**src/rtl/flash_cmd_pkg.sv**
```systemverilog
package flash_cmd_pkg;

  localparam int KEY_ADDR_W = 11;
  localparam logic [KEY_ADDR_W-1:0] KEY_A_ADDR = 11'h555;
  localparam logic [KEY_ADDR_W-1:0] KEY_B_ADDR = 11'h2AA;

  localparam logic [7:0] KEY_A_DATA     = 8'hAA;
  localparam logic [7:0] KEY_B_DATA     = 8'h55;
  localparam logic [7:0] OP_PROG_SETUP  = 8'hA0;
  localparam logic [7:0] OP_ERASE_SETUP = 8'h80;
  localparam logic [7:0] OP_CHIP_ERASE  = 8'h10;
  localparam logic [7:0] OP_SECT_ERASE  = 8'h30;

  typedef enum logic [2:0] {
    ST_READ,
    ST_UNL1,
    ST_UNL2,
    ST_PROG_DATA,
    ST_ERS_SETUP,
    ST_ERS_UNL1,
    ST_ERS_UNL2
  } cmdState_t;

  // Datapath -> control: one completed bus write and its decoded keys
  typedef struct packed {
    logic       wrEnd;
    logic       atKeyA;
    logic       atKeyB;
    logic [7:0] wrData;
  } cycInfo_t;

  // Control -> datapath strobes
  typedef struct packed {
    logic latchCmd;
  } dpStrobe_t;

endpackage

```
**src/rtl/flash_cmd_sync.sv**
```systemverilog
module flash_cmd_sync #(
  parameter int   STAGES  = 2,
  parameter logic RST_VAL = 1'b1
) (
  input  logic clk,
  input  logic rstN,
  input  logic din,
  output logic dout
);

  logic [STAGES-1:0] pipe;

  for (genvar i = 0; i < STAGES; i++) begin : g_stage
    if (i == 0) begin : g_first
      always_ff @(posedge clk or negedge rstN) begin
        if (!rstN) pipe[0] <= RST_VAL;
        else       pipe[0] <= din;
      end
    end else begin : g_next
      always_ff @(posedge clk or negedge rstN) begin
        if (!rstN) pipe[i] <= RST_VAL;
        else       pipe[i] <= pipe[i-1];
      end
    end
  end

  assign dout = pipe[STAGES-1];

endmodule

```
**src/rtl/flash_cmd_dpath.sv**
```systemverilog
module flash_cmd_dpath
  import flash_cmd_pkg::*;
#(
  parameter int ADDR_W      = 19,
  parameter int SYNC_STAGES = 2
) (
  input  logic              clk,
  input  logic              rstN,
  input  logic              csN,
  input  logic              weN,
  input  logic [ADDR_W-1:0] addr,
  input  logic [7:0]        data,
  input  dpStrobe_t         strobe,
  output cycInfo_t          cyc,
  output logic [ADDR_W-1:0] cmdAddr,
  output logic [7:0]        cmdData
);

  logic csS, weS;
  logic act, actPrev;
  logic wrBegin, wrEnd;
  logic [ADDR_W-1:0] addrLat;

  flash_cmd_sync #(.STAGES(SYNC_STAGES), .RST_VAL(1'b1)) u_csSync (
    .clk(clk), .rstN(rstN), .din(csN), .dout(csS)
  );
  flash_cmd_sync #(.STAGES(SYNC_STAGES), .RST_VAL(1'b1)) u_weSync (
    .clk(clk), .rstN(rstN), .din(weN), .dout(weS)
  );

  // A bus write is the overlap of both strobes low
  assign act     = !csS && !weS;
  assign wrBegin = act && !actPrev;   // later falling edge
  assign wrEnd   = !act && actPrev;   // first rising edge

  always_ff @(posedge clk or negedge rstN) begin
    if (!rstN) begin
      actPrev <= 1'b0;
      addrLat <= '0;
    end else begin
      actPrev <= act;
      if (wrBegin) addrLat <= addr;
    end
  end

  always_comb begin
    cyc.wrEnd  = wrEnd;
    cyc.atKeyA = (addrLat[KEY_ADDR_W-1:0] == KEY_A_ADDR);
    cyc.atKeyB = (addrLat[KEY_ADDR_W-1:0] == KEY_B_ADDR);
    cyc.wrData = data;
  end

  always_ff @(posedge clk or negedge rstN) begin
    if (!rstN) begin
      cmdAddr <= '0;
      cmdData <= '0;
    end else if (strobe.latchCmd) begin
      cmdAddr <= addrLat;
      cmdData <= data;
    end
  end

  AST_ADDR_HELD_IN_WRITE: assert property (@(posedge clk) disable iff (!rstN)
    (act && actPrev) |=> $stable(addrLat));
  AST_LATCH_AT_WRITE_END: assert property (@(posedge clk) disable iff (!rstN)
    strobe.latchCmd |-> wrEnd);
  AST_CMD_HELD_WITHOUT_LATCH: assert property (@(posedge clk) disable iff (!rstN)
    !strobe.latchCmd |=> ($stable(cmdAddr) && $stable(cmdData)));

endmodule

```
**src/rtl/flash_cmd_ctrl.sv**
```systemverilog
module flash_cmd_ctrl
  import flash_cmd_pkg::*;
(
  input  logic      clk,
  input  logic      rstN,
  input  logic      busy,
  input  cycInfo_t  cyc,
  output dpStrobe_t strobe,
  output logic      progStart,
  output logic      chipEraseStart,
  output logic      sectorEraseCmd
);

  cmdState_t state, nextState;
  logic accept, keyA, keyB;
  logic goProg, goChip, goSector;

  assign accept = cyc.wrEnd && !busy;
  assign keyA   = cyc.atKeyA && (cyc.wrData == KEY_A_DATA);
  assign keyB   = cyc.atKeyB && (cyc.wrData == KEY_B_DATA);

  always_comb begin
    nextState = state;
    goProg    = 1'b0;
    goChip    = 1'b0;
    goSector  = 1'b0;
    if (accept) begin
      nextState = ST_READ;
      case (state)
        ST_READ:      if (keyA) nextState = ST_UNL1;
        ST_UNL1:      if (keyB) nextState = ST_UNL2;
        ST_UNL2: begin
          if (cyc.atKeyA && cyc.wrData == OP_PROG_SETUP)       nextState = ST_PROG_DATA;
          else if (cyc.atKeyA && cyc.wrData == OP_ERASE_SETUP) nextState = ST_ERS_SETUP;
        end
        ST_PROG_DATA: goProg = 1'b1;
        ST_ERS_SETUP: if (keyA) nextState = ST_ERS_UNL1;
        ST_ERS_UNL1:  if (keyB) nextState = ST_ERS_UNL2;
        ST_ERS_UNL2: begin
          if (cyc.atKeyA && cyc.wrData == OP_CHIP_ERASE) goChip = 1'b1;
          else if (cyc.wrData == OP_SECT_ERASE)          goSector = 1'b1;
        end
        default:      nextState = ST_READ;
      endcase
    end
  end

  assign strobe.latchCmd = goProg || goChip || goSector;

  always_ff @(posedge clk or negedge rstN) begin
    if (!rstN) begin
      state          <= ST_READ;
      progStart      <= 1'b0;
      chipEraseStart <= 1'b0;
      sectorEraseCmd <= 1'b0;
    end else begin
      state          <= nextState;
      progStart      <= goProg;
      chipEraseStart <= goChip;
      sectorEraseCmd <= goSector;
    end
  end

  AST_STARTS_EXCLUSIVE: assert property (@(posedge clk) disable iff (!rstN)
    $onehot0({progStart, chipEraseStart, sectorEraseCmd}));
  AST_START_ONE_CYCLE: assert property (@(posedge clk) disable iff (!rstN)
    (progStart || chipEraseStart || sectorEraseCmd)
      |=> !(progStart || chipEraseStart || sectorEraseCmd));
  AST_READ_AFTER_START: assert property (@(posedge clk) disable iff (!rstN)
    (progStart || chipEraseStart || sectorEraseCmd) |-> (state == ST_READ));
  AST_START_FROM_WRITE_END: assert property (@(posedge clk) disable iff (!rstN)
    (progStart || chipEraseStart || sectorEraseCmd) |-> $past(cyc.wrEnd));
  AST_BUSY_NO_START: assert property (@(posedge clk) disable iff (!rstN)
    (cyc.wrEnd && busy) |=> !(progStart || chipEraseStart || sectorEraseCmd));
  AST_BUSY_HOLDS_STATE: assert property (@(posedge clk) disable iff (!rstN)
    busy |=> $stable(state));

endmodule

```
**src/rtl/flash_cmd_decoder.sv**
```systemverilog
module flash_cmd_decoder
  import flash_cmd_pkg::*;
#(
  parameter int ADDR_W      = 19,
  parameter int SYNC_STAGES = 2
) (
  input  logic              clk,
  input  logic              rstN,
  input  logic              csN,
  input  logic              weN,
  input  logic [ADDR_W-1:0] addr,
  input  logic [7:0]        data,
  input  logic              busy,
  output logic              progStart,
  output logic              chipEraseStart,
  output logic              sectorEraseCmd,
  output logic [ADDR_W-1:0] cmdAddr,
  output logic [7:0]        cmdData
);

  cycInfo_t  cyc;
  dpStrobe_t strobe;

  flash_cmd_dpath #(.ADDR_W(ADDR_W), .SYNC_STAGES(SYNC_STAGES)) u_dpath (
    .clk(clk), .rstN(rstN), .csN(csN), .weN(weN), .addr(addr), .data(data),
    .strobe(strobe), .cyc(cyc), .cmdAddr(cmdAddr), .cmdData(cmdData)
  );

  flash_cmd_ctrl u_ctrl (
    .clk(clk), .rstN(rstN), .busy(busy), .cyc(cyc), .strobe(strobe),
    .progStart(progStart), .chipEraseStart(chipEraseStart),
    .sectorEraseCmd(sectorEraseCmd)
  );

endmodule

```
**config.mk**
```make
export PLATFORM = sky130hd
export DESIGN_NAME = flash_cmd_decoder
export DESIGN_NICKNAME = d
export VERILOG_FILES = /design/src/rtl/flash_cmd_pkg.sv /design/src/rtl/flash_cmd_sync.sv /design/src/rtl/flash_cmd_dpath.sv /design/src/rtl/flash_cmd_ctrl.sv /design/src/rtl/flash_cmd_decoder.sv
export SDC_FILE = /design/constraint.sdc
export NUM_CORES = 1
export LEC_CHECK = 0
export ABC_AREA = 1
export ABC_CLOCK_PERIOD_IN_PS = 2900
export BUFFER_PORTS_ARGS = -buffer_cell sky130_fd_sc_hd__buf_4
export CORE_ASPECT_RATIO = 1.25
export CORE_MARGIN = 2
export CORE_UTILIZATION = 40
export DETAILED_ROUTE_END_ITERATION = 10
export GPL_TIMING_DRIVEN = 1
export PLACE_DENSITY_LB_ADDON = 0.3
export SLEW_MARGIN = 20
export SYNTH_ARGS = -nofsm -noshare
export SYNTH_HDL_FRONTEND = slang
export SYNTH_SLANG_ARGS = --single-unit
```
**constraint.sdc**
```tcl
create_clock -name clk -period 2.9 [get_ports clk]
set_input_delay 0.145 -clock clk [delete_from_list [all_inputs] [get_ports clk]]
set_output_delay 0.145 -clock clk [all_outputs]
set_load 0.02 [all_outputs]
```
==> impl_metrics.yaml <==
flow_run:
  cap_violations: 0
logic_synthesis:
  synth_area_per_cell_um2: 9.693
  synth_area_leaders: "dfrtp_1, nand2_1, nand4_1"
  ys_seq_area_share_pct: 57.46
  netlist_area_um2: 2491
  ys_warn_count: 0
  yosys-top-cells-count: "nand2_1, dfrtp_1, nand4_1"
  synthDistinctLibCells: 21
  syn-num-nets: 289
  synthArstFlopShare_pct: 100.0
  synth.most_common_cell: "nand2_1"
  synth_flop_cell: "dfrtp_1"
  yosysTopAreaCellShare_pct: 53.24
  synth_edf_count: 0
  synth_seq_cells: 57
  yosys.area.top_type: "dfrtp_1"
  netlist_instances: 257
setup_path:
  r2r_cells: 6
  critPathCapture: "u_dpath.cmdAddr[18]"
  reg2reg_to: "u_dpath.cmdAddr[18]"
  reg2reg_slack_ns: 1.20
  cp-end-kind: "flip-flop"
  required_ns: 3.12
  worst-setup-path-type: "flip-flop to flip-flop"
  critPathLaunch: "u_dpath.u_weSync.dout"
  worstSetupStartpointType: "flip-flop"
  r2r-start: "u_dpath.u_weSync.dout"
  critical_path_arrival_ns: 1.92
  path_max_fanout: 27
die:
  ios: 62
  core_area_um2: 6086
  initial_utilization_pct: 40.93
  die-area_um2: 6879
  num_rows: 32
  die_y_um: 92.23
  dieWidth_um: 74.59
grt:
  grt_max_degree: 58
  grt_first_pass_wirelength_um: 9246
  first_global_vias: 1935
  grtUsageTotal_pct: 17.94
  antenna_found_initial: 0
  overflow: 0
power_and_ir_drop:
  power_mw: 1.813
  p_leak_nw: 1.714
  p_per_area_nw_per_um2: 561.6
  vdd_drop_max_uv: 347.1
final_layout:
  register_area_um2: 1431
  layout-drive-gt1-share_pct: 32.32
  num-nets-final: 355
  nFillCells: 603
  syn_to_final_growth_pct: 29.58
  layout.cells.non_filler: 413
  multi_input_area_um2: 890.9
  n_antenna_cell: 0
cts:
  clock-sinks: 57
  cts_resized: 0
  clockRootBuffer: "clkbuf_8"
  numCtsBuffers: 9
  clockBufferDepth: 2
  clk_pin_slew_ns: 0.06
  insertion_delay_ns: 0.34
  ctsHoldBuffers: 3
  cts_tree: "done"
  htree_levels: 3
  cts_setup_buffers: 0
sta:
  drv_slew: 0
  hold_viol: 0
  skew_ns: 0.009024
  rsz0062_at_grt: "false"
  worstMarginPinSlew_ns: 0.7148
  setup_violations: 0
  finalSetupTns_ns: 0
  max_slew_margin_pct: 52.34
  fmax_mhz: 588.2
  fin_crit_ns: 1.700
  min_period_over_period_pct: 58.62
drt:
  detail-route-antenna-nets: 0
  vias: 2018
  firstDrtPassIters: 4
  drcViolationCount: 0
  routed_via_density: 4.886
  wire_per_inst_um: 13.59
  first_iter_violations: 119
  finalWirelength_um: 5611
placed_design:
  hpwl_um: 3795
  io_buffers: 61
  dp_cells: 394
  gp_congestion: 0.7919
worst_hold_path:
  hp-class: "input port to flip-flop"
outcome:
  status: "finished clean"
registers in the layout, summed over array words and instances (netlist names):
signal                 cells
u_ctrl.progStart           1
u_dpath.cmdData            8
u_dpath.addrLat           19
u_ctrl.sectorEraseCmd      1
u_dpath.u_weSync.dout      1
u_ctrl.chipEraseStart      1
u_dpath.u_weSync.pipe      1
u_ctrl.state               3
u_dpath.u_csSync.pipe      1
u_dpath.actPrev            1
u_dpath.cmdAddr           19
u_dpath.u_csSync.dout      1
power breakdown:
| group | internal (mW) | switching, mW | leakage [nW] | total [mW] |
|---|---|---|---|---|
| clock network | 0.490 | 0.304 | 0.113 | 0.793 |
| logic | 0.0738 | 0.0618 | 0.866 | 0.136 |
| registers | 0.847 | 0.0369 | 0.735 | 0.884 |
worst max-delay path, cell delays in order (launching register included):
cell     delay [ns]
dfstp_2        0.37
o21ai_2        0.25
inv_1          0.10
nand4_1        0.14
nand3_2        0.46
nand2_1        0.18
nand2_1        0.07
layer usage:
metal	vias up	routed length, um	track usage (%)
li1	985	-	-
met1	960	2394	23.95
met2	61	2799	26.77
met3	12	278	5.055
met4	0	138	8.185
met5	-	0	0
placed cells by master, fill, tap and decap left out, drive strengths merged:
master | synthesis | layout
nor2 | 26 | 26
nand3 | 10 | 10
bufinv | 0 | 1
clkbuf | 0 | 14
clkinv | 0 | 1
nand4 | 33 | 33
inv | 17 | 17
dfrtp | 53 | 53
o21ai | 2 | 2
dfstp | 4 | 4
a21oi | 5 | 5
dlygate4sd3 | 0 | 3
buf | 13 | 65
nand2 | 75 | 75
mux2 | 15 | 15
or2 | 1 | 1
and2 | 1 | 1
nor3 | 1 | 1
nor3b | 1 | 1
how the worst min path moves through the flow:
stage | from | endpoint | depth (start not counted)
floorplan | rstN | u_ctrl.chipEraseStart | 0
global placement | rstN | u_dpath.cmdData[7] | 1
detailed placement | rstN | u_dpath.cmdData[7] | 1
CTS | data[1] | u_dpath.cmdData[1] | 3
global route | addr[12] | u_dpath.addrLat[12] | 2
finish | data[1] | u_dpath.cmdData[1] | 3
area by class of cell:
type	count	share of cell area, %
clock buffers	14	5.659
clock inverters	2	1.085
inverters	17	1.977
multi-input cells	170	27.60
flip-flops and latches	57	44.34
well taps	85	3.295
repair buffers	68	16.05
stage by stage:
stage / worst slack [ns] / cell area (um^2) / hold slack (ns) / util (%)
after detailed placement: 1.190 / 2980 / 0.2501 / 48.97
after CTS: 1.175 / 3228 / 0.01742 / 53.04
final: 1.200 / 3228 / 0.02914 / 53.04
after global routing: 0.9924 / 3228 / 0.02075 / 53.04
after global placement: 1.189 / 2980 / 0.2442 / 48.97
after floorplan: 1.526 / 2491 / -0.1506 / -
logic make-up (layout without fill, tap and decap cells):
kind of cell           count (synthesis)  in the layout  synth area share [%]
muxes                                 15             15                 6.780
DFF                                   57             57                 57.46
and+or+nand+nor                      148            148                 27.42
buffers and inverters                 30            101                 6.780
AOI/OAI and AO/OA                      7              7                 1.557
No activity file was read; power rests on OpenSTA's default activity.
